[src/rtl/seg_chk_pkg.sv]
package seg_chk_pkg;

  typedef enum logic [1:0] {
    ACC_NONE  = 2'd0,
    ACC_RD    = 2'd1,
    ACC_WR    = 2'd2,
    ACC_FETCH = 2'd3
  } acc_kind_e;

  typedef enum logic {
    FC_GP = 1'b0,
    FC_SS = 1'b1
  } fault_cls_e;

  typedef enum logic [1:0] {
    FS_NONE  = 2'd0,
    FS_DESC  = 2'd1,
    FS_LIMIT = 2'd2,
    FS_TYPE  = 2'd3
  } fault_src_e;

  // Number of bytes covered by a size code.
  function automatic logic [2:0] size_bytes(input logic [1:0] code);
    case (code)
      2'd0:    size_bytes = 3'd1;
      2'd1:    size_bytes = 3'd2;
      default: size_bytes = 3'd4;
    endcase
  endfunction

  // Only reads and writes are screened; fetch and unchecked pass through.
  function automatic logic kind_checked(input logic [1:0] kind);
    kind_checked = (kind == ACC_RD) || (kind == ACC_WR);
  endfunction

endpackage

[src/rtl/seg_limit_unit.sv]
module seg_limit_unit #(
  parameter int AW = 32
) (
  input  logic [AW-1:0] offset,
  input  logic [1:0]    size_code,
  input  logic [AW-1:0] limit,
  output logic          over_limit
);
  import seg_chk_pkg::*;

  localparam int LW = AW + 1;

  // Last byte offset, one bit wider so a run past the top never wraps.
  function automatic logic [LW-1:0] last_byte(input logic [AW-1:0] off,
                                              input logic [1:0]    sc);
    logic [LW-1:0] nb;
    nb = LW'(size_bytes(sc));
    last_byte = {1'b0, off} + nb - LW'(1);
  endfunction

  logic [LW-1:0] last_off;

  always_comb begin
    last_off   = last_byte(offset, size_code);
    over_limit = last_off > {1'b0, limit};
  end

endmodule

[src/rtl/seg_type_unit.sv]
module seg_type_unit #(
  parameter int TYPE_W   = 4,
  parameter int CODE_BIT = 3,
  parameter int RW_BIT   = 1
) (
  input  logic [1:0]        kind,
  input  logic [TYPE_W-1:0] dtype,
  output logic              type_fail
);
  import seg_chk_pkg::*;

  logic is_code;
  logic rw_ok;
  logic rd_bad;
  logic wr_bad;

  always_comb begin
    is_code   = dtype[CODE_BIT];
    rw_ok     = dtype[RW_BIT];
    // Execute-only code cannot be read.
    rd_bad    = (kind == ACC_RD) && is_code && !rw_ok;
    // Code is never writable; data must carry the writable flag.
    wr_bad    = (kind == ACC_WR) && (is_code || !rw_ok);
    type_fail = rd_bad || wr_bad;
  end

endmodule

[src/rtl/seg_addr_gen.sv]
module seg_addr_gen #(
  parameter int AW = 32
) (
  input  logic [AW-1:0] base,
  input  logic [AW-1:0] offset,
  output logic [AW-1:0] lin
);

  // Modular sum; the carry out of the top bit is discarded.
  function automatic logic [AW-1:0] wrap_add(input logic [AW-1:0] a,
                                             input logic [AW-1:0] b);
    wrap_add = a + b;
  endfunction

  always_comb lin = wrap_add(base, offset);

endmodule

[src/rtl/seg_fault_select.sv]
module seg_fault_select (
  input  logic                    checks_on,
  input  logic                    desc_ok,
  input  logic                    over_limit,
  input  logic                    type_fail,
  input  logic                    is_stack,
  output logic                    fault,
  output seg_chk_pkg::fault_cls_e cls,
  output seg_chk_pkg::fault_src_e src
);
  import seg_chk_pkg::*;

  // Ordered selection: the first failing check decides the class.
  always_comb begin
    src = FS_NONE;
    if (checks_on) begin
      if (!desc_ok)        src = FS_DESC;
      else if (over_limit) src = FS_LIMIT;
      else if (type_fail)  src = FS_TYPE;
    end
    fault = (src != FS_NONE);
    case (src)
      FS_DESC, FS_LIMIT: cls = is_stack ? FC_SS : FC_GP;
      default:           cls = FC_GP;
    endcase
  end

endmodule

[src/rtl/seg_access_check.sv]
module seg_access_check #(
  parameter int AW        = 32,
  parameter int SEG_W     = 3,
  parameter int STACK_SEG = 2,
  parameter int TYPE_W    = 4,
  parameter int CODE_BIT  = 3,
  parameter int RW_BIT    = 1
) (
  input  logic              clk,
  input  logic              rst_n,
  input  logic              req_valid,
  input  logic              prot_en,
  input  logic              v86_en,
  input  logic [1:0]        acc_kind,
  input  logic [1:0]        acc_size,
  input  logic [SEG_W-1:0]  seg_idx,
  input  logic [AW-1:0]     offset,
  input  logic              desc_valid,
  input  logic [AW-1:0]     desc_base,
  input  logic [AW-1:0]     desc_limit,
  input  logic [TYPE_W-1:0] desc_type,
  output logic              out_valid,
  output logic              fault_valid,
  output logic              fault_class,
  output logic [AW-1:0]     lin_addr
);
  import seg_chk_pkg::*;

  localparam logic [SEG_W-1:0] STACK_ID = SEG_W'(STACK_SEG);

  // Named internal events, visible to the assertions below.
  logic        checks_on;
  logic        is_stack;
  logic        over_limit;
  logic        type_fail;
  logic        any_fault;
  fault_cls_e  sel_cls;
  fault_src_e  sel_src;
  logic [AW-1:0] sum_addr;
  logic        take_fault;

  always_comb begin
    checks_on  = prot_en && !v86_en && kind_checked(acc_kind);
    is_stack   = (seg_idx == STACK_ID);
    take_fault = req_valid && any_fault;
  end

  seg_limit_unit #(.AW(AW)) u_limit (
    .offset     (offset),
    .size_code  (acc_size),
    .limit      (desc_limit),
    .over_limit (over_limit)
  );

  seg_type_unit #(.TYPE_W(TYPE_W), .CODE_BIT(CODE_BIT), .RW_BIT(RW_BIT)) u_type (
    .kind      (acc_kind),
    .dtype     (desc_type),
    .type_fail (type_fail)
  );

  seg_addr_gen #(.AW(AW)) u_addr (
    .base   (desc_base),
    .offset (offset),
    .lin    (sum_addr)
  );

  seg_fault_select u_sel (
    .checks_on  (checks_on),
    .desc_ok    (desc_valid),
    .over_limit (over_limit),
    .type_fail  (type_fail),
    .is_stack   (is_stack),
    .fault      (any_fault),
    .cls        (sel_cls),
    .src        (sel_src)
  );

  always_ff @(posedge clk or negedge rst_n) begin
    if (!rst_n) begin
      out_valid   <= 1'b0;
      fault_valid <= 1'b0;
      fault_class <= 1'b0;
      lin_addr    <= '0;
    end else begin
      out_valid   <= req_valid;
      fault_valid <= take_fault;
      fault_class <= take_fault ? sel_cls : FC_GP;
      lin_addr    <= (req_valid && !any_fault) ? sum_addr : '0;
    end
  end

  // a fault strobe only ever accompanies a result
  a_r2_fault_has_result: assert property (@(posedge clk) disable iff (!rst_n)
    fault_valid |-> out_valid);

  // bypassed accesses never fault
  a_r3_bypass_no_fault: assert property (@(posedge clk) disable iff (!rst_n)
    (req_valid && !checks_on) |=> !fault_valid);

  // an invalid descriptor on a checked access always faults
  a_r4_invalid_faults: assert property (@(posedge clk) disable iff (!rst_n)
    (req_valid && checks_on && !desc_valid) |=> fault_valid);

  // a type-only failure reports general protection
  a_r7_type_is_gp: assert property (@(posedge clk) disable iff (!rst_n)
    (req_valid && checks_on && desc_valid && !over_limit && type_fail)
      |=> (fault_valid && fault_class == FC_GP));

  // the stack class appears only for the stack segment
  a_r8_ss_only_stack: assert property (@(posedge clk) disable iff (!rst_n)
    (req_valid && !is_stack) |=> (fault_class == FC_GP));

  // a faulting result carries a zero address
  a_r10_addr_zero_on_fault: assert property (@(posedge clk) disable iff (!rst_n)
    fault_valid |-> (lin_addr == '0));

endmodule

[config.mk]
export PLATFORM = sky130hd
export DESIGN_NAME = seg_access_check
export DESIGN_NICKNAME = d
export VERILOG_FILES = /design/src/rtl/seg_chk_pkg.sv /design/src/rtl/seg_limit_unit.sv /design/src/rtl/seg_type_unit.sv /design/src/rtl/seg_addr_gen.sv /design/src/rtl/seg_fault_select.sv /design/src/rtl/seg_access_check.sv
export SDC_FILE = /design/constraint.sdc
export NUM_CORES = 1
export LEC_CHECK = 0
export BUFFER_PORTS_ARGS = -buffer_cell sky130_fd_sc_hd__buf_2
export CORE_ASPECT_RATIO = 1.4
export CORE_MARGIN = 1
export CORE_UTILIZATION = 40
export DETAILED_ROUTE_END_ITERATION = 16
export PLACE_DENSITY = 0.61
export SYNTH_ARGS = -nofsm -noshare
export SYNTH_HDL_FRONTEND = slang
export SYNTH_SLANG_ARGS = --single-unit
export TNS_END_PERCENT = 1
[constraint.sdc]
create_clock -name clk -period 0.8 [get_ports clk]
set_input_delay 0.04 -clock clk [delete_from_list [all_inputs] [get_ports clk]]
set_output_delay 0.04 -clock clk [all_outputs]
set_load 0.01 [all_outputs]
==> flow_summary.toml, run 1 <==
[setup_path]
worst_path_most_repeated_cell = "buf_4"
critPathMaxStageDelay_ps = 330
cp_max_fo = 4
crit_arrival_ps = 4620
worst_path_max_delay_cell = "ha_1"
worst_setup_path_start_kind = "primary input"
cp-end-kind = "flip-flop"
required_ps = 970
path_class = "primary input to flip-flop"

[power_and_ir_drop]
total_power_mw = 10.5
ir_drop_mv = 1.11
intPower_mw = 6.74
p_seq_share_pct = 19.7
p_clk_share_pct = 21.4
powerDensity_mw_per_mm2 = 1310
p_sw_share_pct = 35.6
leakage_nw = 4.53
switching_power_mw = 3.72
combPwrFrac_pct = 58.9

[synth]
syn_area_per_cell_um2 = 8.00
syn_inst = 634
synthesis.area_mm2 = 0.00507
ys_async_sr_fraction_pct = 100
ys_seq_elements = 35
synth_edf_count = 0
synthFlopType = "dfrtp_1"
syn_nets = 849
seq_area_frac_synth_pct = 17.3
ys_warn_count = 0
synth_cell_types = 58

[layout]
antenna-diode-count = 0
fin_cells = 1147
area_delta_synth_final_pct = 56.9
seqCellArea_um2 = 876
nets = 1211
fillers = 1130
drive_gt1_share_pct = 41.9
multiInputGateArea_mm2 = 0.00403

[global_route]
grt_max_degree = 26
grt_antenna_before_repair = 0
grt_pass1_wl_um = 26800
globalRouteOverflowTotal = 0
grt.total_usage_pct = 24.8
grt_pass1_vias = 6243

[clock_network]
clockBufferDepth = 2
cts_max_level = 2
cts_tree = "done"
clkTransAtPathRegs_ps = 50
clock-root-buffer = "clkbuf_16"
cts_sinks = 35
cts_made_buffers = 5

[placement]
dp_cells = 1129
gp_congestion = 0.890
hpwl_um = 14000
port_buffers = 145

[floorplan]
start_util_pct = 41.0
io_pins = 148
num_rows = 48
die-area_mm2 = 0.0131
dieWidth_um = 97.2
coreArea_mm2 = 0.0124
die_h_um = 135

[run_status]
violations = "negative setup slack"
status = "complete, but fails checks"

[timing]
fmax_mhz = 225
setup_ws_ps = -3650
setup_viol = 58
maxSlewHeadroom_pct = 63.6
rsz0062_at_grt = "true"
tightest_slew_ps = 541
hold_viol_final = 0
finalCritPeriodShare_pct = 557
min_period_ps = 4450
maxSlewViolCount = 0

[routing]
drt_iter0_markers = 147
wirelength_um = 16300
drcViolationCount = 0
drt_first_pass_iters = 4
vias_per_cell = 5.16
wl_per_cell_um = 14.2
detail-route-antenna-nets = 0
vias = 5920

[min_path]
hold_path_class = "primary input to flip-flop"

[run]
maxCapViolCount = 0
-- state kept, by name, indices dropped and copies added (netlist names) --
signal       cells
fault_valid      1
out_valid        1
fault_class      1
lin_addr        32
-- synth_stat cells, drive strengths merged, types with 4 or more instances --
master,instances,area [µm²]
nand2,30,113
nor3b,4,30.0
o2111ai,4,35.0
nand3,15,75.1
clkbuf,5,18.8
nor2,49,184
and3,9,56.3
xnor2,29,254
nand4,10,62.6
a21oi,56,280
a21o,42,318
ha,100,1250
nor2b,9,56.3
nand2b,10,62.6
a211oi,11,100
a31oi,7,50.1
nor3,11,55.1
or3,4,25.0
o21a,7,52.6
dfrtp,35,876
or2,4,25.0
inv,84,315
xor2,23,201
o21ai,34,178
-- metrics by stage --
stage	util [%]	hold WS, ps	setup TNS (ps)	cell area (µm²)	setup slack, ps
after floorplan	-	-256	-114190	5140	-3450
after global placement	61.2	-74.3	-146580	7570	-4410
after detailed placement	61.2	-73.9	-150830	7570	-4540
after CTS	64.0	48.8	-121550	7920	-3600
after global routing	64.3	61.2	-132030	7960	-3880
final	64.3	49.9	-122860	7960	-3650
-- repair_timing --
action,4_1_cts,5_1_grt
resized for setup,22,7
pin swaps,15,10
hold buffers,1,0
cloned,1,0
endpoints found under the hold margin,35,0
buffers inserted,6,2
endpoints found under the setup margin,67,69
-- final timing paths --
check                             from      endpoint  slack [ps]  cells after the start
max                        acc_size[1]   fault_class       -3650                     30
min                         seg_idx[2]   fault_class          50                      3
max in group asynchronous        rst_n  lin_addr[22]         210                      3
min in group asynchronous        rst_n   lin_addr[1]         170                      2
-- cell usage in the layout (no fill, tap or decap), types with 5 or more instances in the layout --
master     instances
buf_2            144
o21ai_2            5
xnor2_1           28
a211oi_1           7
nand2b_1          10
o21ai_0           28
nand3_1           13
nor2b_1            8
dfrtp_1           35
xor2_1            23
nor2_1            45
buf_4            211
and3_1             9
nand4_1           10
inv_1             81
clkbuf_16          5
ha_1              97
nand2_1           29
a21oi_1           53
a31oi_1            6
o21a_1             7
a21o_1            40
nor3_1             9
-- power by group through the flow --
stage | clock network, mW | logic, mW | registers [mW]
after global placement | 0 | 5.67 | 2.09
after detailed placement | 0 | 5.83 | 2.09
final | 2.24 | 6.16 | 2.06
after floorplan | 0 | 3.08 | 2.20
after global routing | 2.34 | 6.80 | 2.08
after CTS | 2.27 | 6.11 | 2.06
-- routing by layer --
metal  GRT usage, %  vias to the layer above  share of wire [%]
met2           51.4                      156                 56
met1           25.5                     2760                 38
met5              0                        -                  0
li1               -                     2975                  -
met4           7.55                        0                2.7
met3           2.73                       29                3.5
-- cells by family (layout without fill, tap and decap cells) --
| group | after synthesis | in the layout | share of synthesized area [%] |
|---|---|---|---|
| flops | 35 | 35 | 17.3 |
| compound gates | 192 | 192 | 25.6 |
| fa+ha+maj | 102 | 102 | 25.5 |
| xor+xnor | 52 | 52 | 8.98 |
| buf+inv | 90 | 452 | 6.69 |
| simple gates | 163 | 164 | 16.0 |
-- critical path: cells and delay by family --
| family | cells | cell delay, ps |
|---|---|---|
| AOI/OAI and AO/OA | 12 | 2110 |
| adders and majority gates | 4 | 1070 |
| buffers and inverters | 7 | 830 |
| xor gates and xnor gates | 1 | 80 |
| and+or+nand+nor | 6 | 490 |
-- layout make-up --
type,instances,area share [%]
multi-input cells,510,50.7
repair buffers,360,29.8
flip-flops and latches,35,11.0
inverters,84,3.96
well taps,150,2.36
clock buffers,6,1.75
clock inverters,2,0.440
(Power assumes the default switching activity.)
==> run 2, diff against run 1 <==
==> constraint.sdc (replaced) <==
create_clock -name clk -period 5.04 [get_ports clk]
set_input_delay 0.252 -clock clk [delete_from_list [all_inputs] [get_ports clk]]
set_output_delay 0.252 -clock clk [all_outputs]
set_load 0.01 [all_outputs]
==> flow_summary.toml, run 2 (same netlist as run 1, synthesis figures left out) <==
[run_status]
status = "finished clean"

[layout]
largest_reg_flops = 32
area_delta_synth_final_pct = 26.5
layout_commonest_cell = "buf_2"
drive_gt1_share_pct = 25.9
design_area_mm2 = 0.00641
fillers = 1247
layout_common_cells = "buf_2 (145), ha_1 (99), inv_1 (84)"
largest_register = "lin_addr"
fin_util_pct = 51.9
nets = 1022

[routing]
detail-route-antenna-nets = 0
drt_iter0_markers = 123
vias_per_cell = 5.33
wl_per_cell_um = 14.6
drcViolationCount = 0
drt_first_pass_iters = 4
wirelength_um = 14000
vias = 5114

[power_and_ir_drop]
leakage_nw = 3.58
intPower_uw = 913
switching_power_uw = 527
total_power_mw = 1.44
powerDensity_mw_per_mm2 = 225
p_clk_share_pct = 24.6
ir_drop_mv = 0.166
combPwrFrac_pct = 52.7
p_sw_share_pct = 36.6
p_seq_share_pct = 22.7

[floorplan]
die-area_mm2 = 0.0131
num_rows = 48
coreArea_mm2 = 0.0124
start_util_pct = 41.0
die_h_um = 135
dieWidth_um = 97.2
io_pins = 148

[timing]
tns_ps = 0
min_period_ps = 4760
tightest_slew_ps = 751
hold_viol_final = 0
setup_viol = 0
fmax_mhz = 210
maxSlewHeadroom_pct = 50.0
hold_slack_ps = 46.1
finalCritPeriodShare_pct = 94.4
maxSlewViolCount = 0
rsz0062_at_grt = "true"

[clock_network]
postCtsHoldBufs = 0
cts_sinks = 35
cts_max_level = 2
clock-root-buffer = "clkbuf_16"
clkTransAtPathRegs_ps = 50
clockBufferDepth = 2
cts_tree = "done"
cts_made_buffers = 5

[placement]
hpwl_um = 12200
gp_congestion = 0.901
dpl-instance-area_mm2 = 0.00614
port_buffers = 145

[run]
maxCapViolCount = 0

[setup_path]
cp_max_fo = 12
worst_path_max_delay_cell = "fa_2"
crit_family = "simple AND/OR/NAND/NOR gates"
path_class = "primary input to flip-flop"
cp-end-kind = "flip-flop"
crit_buf_inv = 7
crit_arrival_ps = 4940
critPathMaxStageDelay_ps = 350
required_ps = 5230
worst_setup_path_start_kind = "primary input"

[global_route]
grt_antenna_before_repair = 3
grt_pass1_vias = 5162
grt_max_degree = 36
grt.total_usage_pct = 21.3
globalRouteOverflowTotal = 0
grt_pass1_wl_um = 23000

[min_path]
hold_path_class = "primary input to asynchronous set/reset pin"
-- run 2: cell types whose count changed in the layout (fill, tap and decap cells not counted), moves of 3 or more --
cell,change
inv_1,+3
nor2_1,+4
a21oi_1,+3
nor2_2,-4
buf_4,-186
a21oi_2,-3
inv_2,-3
-- run 2: routing by layer --
layer	vias to the layer above	track usage, %	share of wire [%]	wire (µm)
met5	-	0	0.13	18
met2	140	42.2	53	7470
met1	2342	22.8	40	5580
met3	24	3.77	4.5	628
li1	2606	-	-	-
met4	2	5.89	2.5	346
-- run 2: layout make-up --
type / count / area (µm²) / share of cell area (%)
Multi-Input combinational cell: 509 / 3920 / 61.1
Tap cell: 150 / 188 / 2.93
Antenna cell: 2 / 5.00 / 0.0780
Timing Repair Buffer: 172 / 936 / 14.6
Clock inverter: 2 / 35.0 / 0.546
Sequential cell: 35 / 876 / 13.7
Clock buffer: 6 / 139 / 2.17
Inverter: 84 / 315 / 4.92
-- run 2: power groups by stage --
stage	Clock, mW	Sequential (mW)	Combinational, mW
2_1_floorplan	0	0.349	0.478
3_3_place_gp	0	0.332	0.730
3_5_place_dp	0	0.331	0.743
4_1_cts	0.362	0.327	0.751
5_1_grt	0.372	0.329	0.860
6_report	0.355	0.326	0.759
-- run 2: per-stage QoR --
stage / setup slack (ps) / cells
floorplan: 127 / 634
global placement: -253 / 947
detailed placement: -309 / 947
CTS: 23.0 / 956
global route: -48.2 / 958
finish: 283 / 960
-- run 2: worst max path at each step --
stage	from	to	slack, ps	cells after the start
2_1_floorplan	acc_size[1]	lin_addr[20]	130	26
3_3_place_gp	acc_size[1]	lin_addr[3]	-250	28
3_5_place_dp	acc_size[1]	lin_addr[3]	-310	28
4_1_cts	acc_size[1]	lin_addr[3]	20	29
5_1_grt	acc_size[1]	fault_class	-50	27
6_report	acc_size[1]	lin_addr[4]	280	30
-- run 2: what timing repair did --
item | CTS | global route
setup buffers | 1 | 2
pin swaps | 1 | 8
cloned | 0 | 0
gates resized for setup | 0 | 16
setup endpoints to repair | 25 | 34
endpoints found under the hold margin | 0 | 0
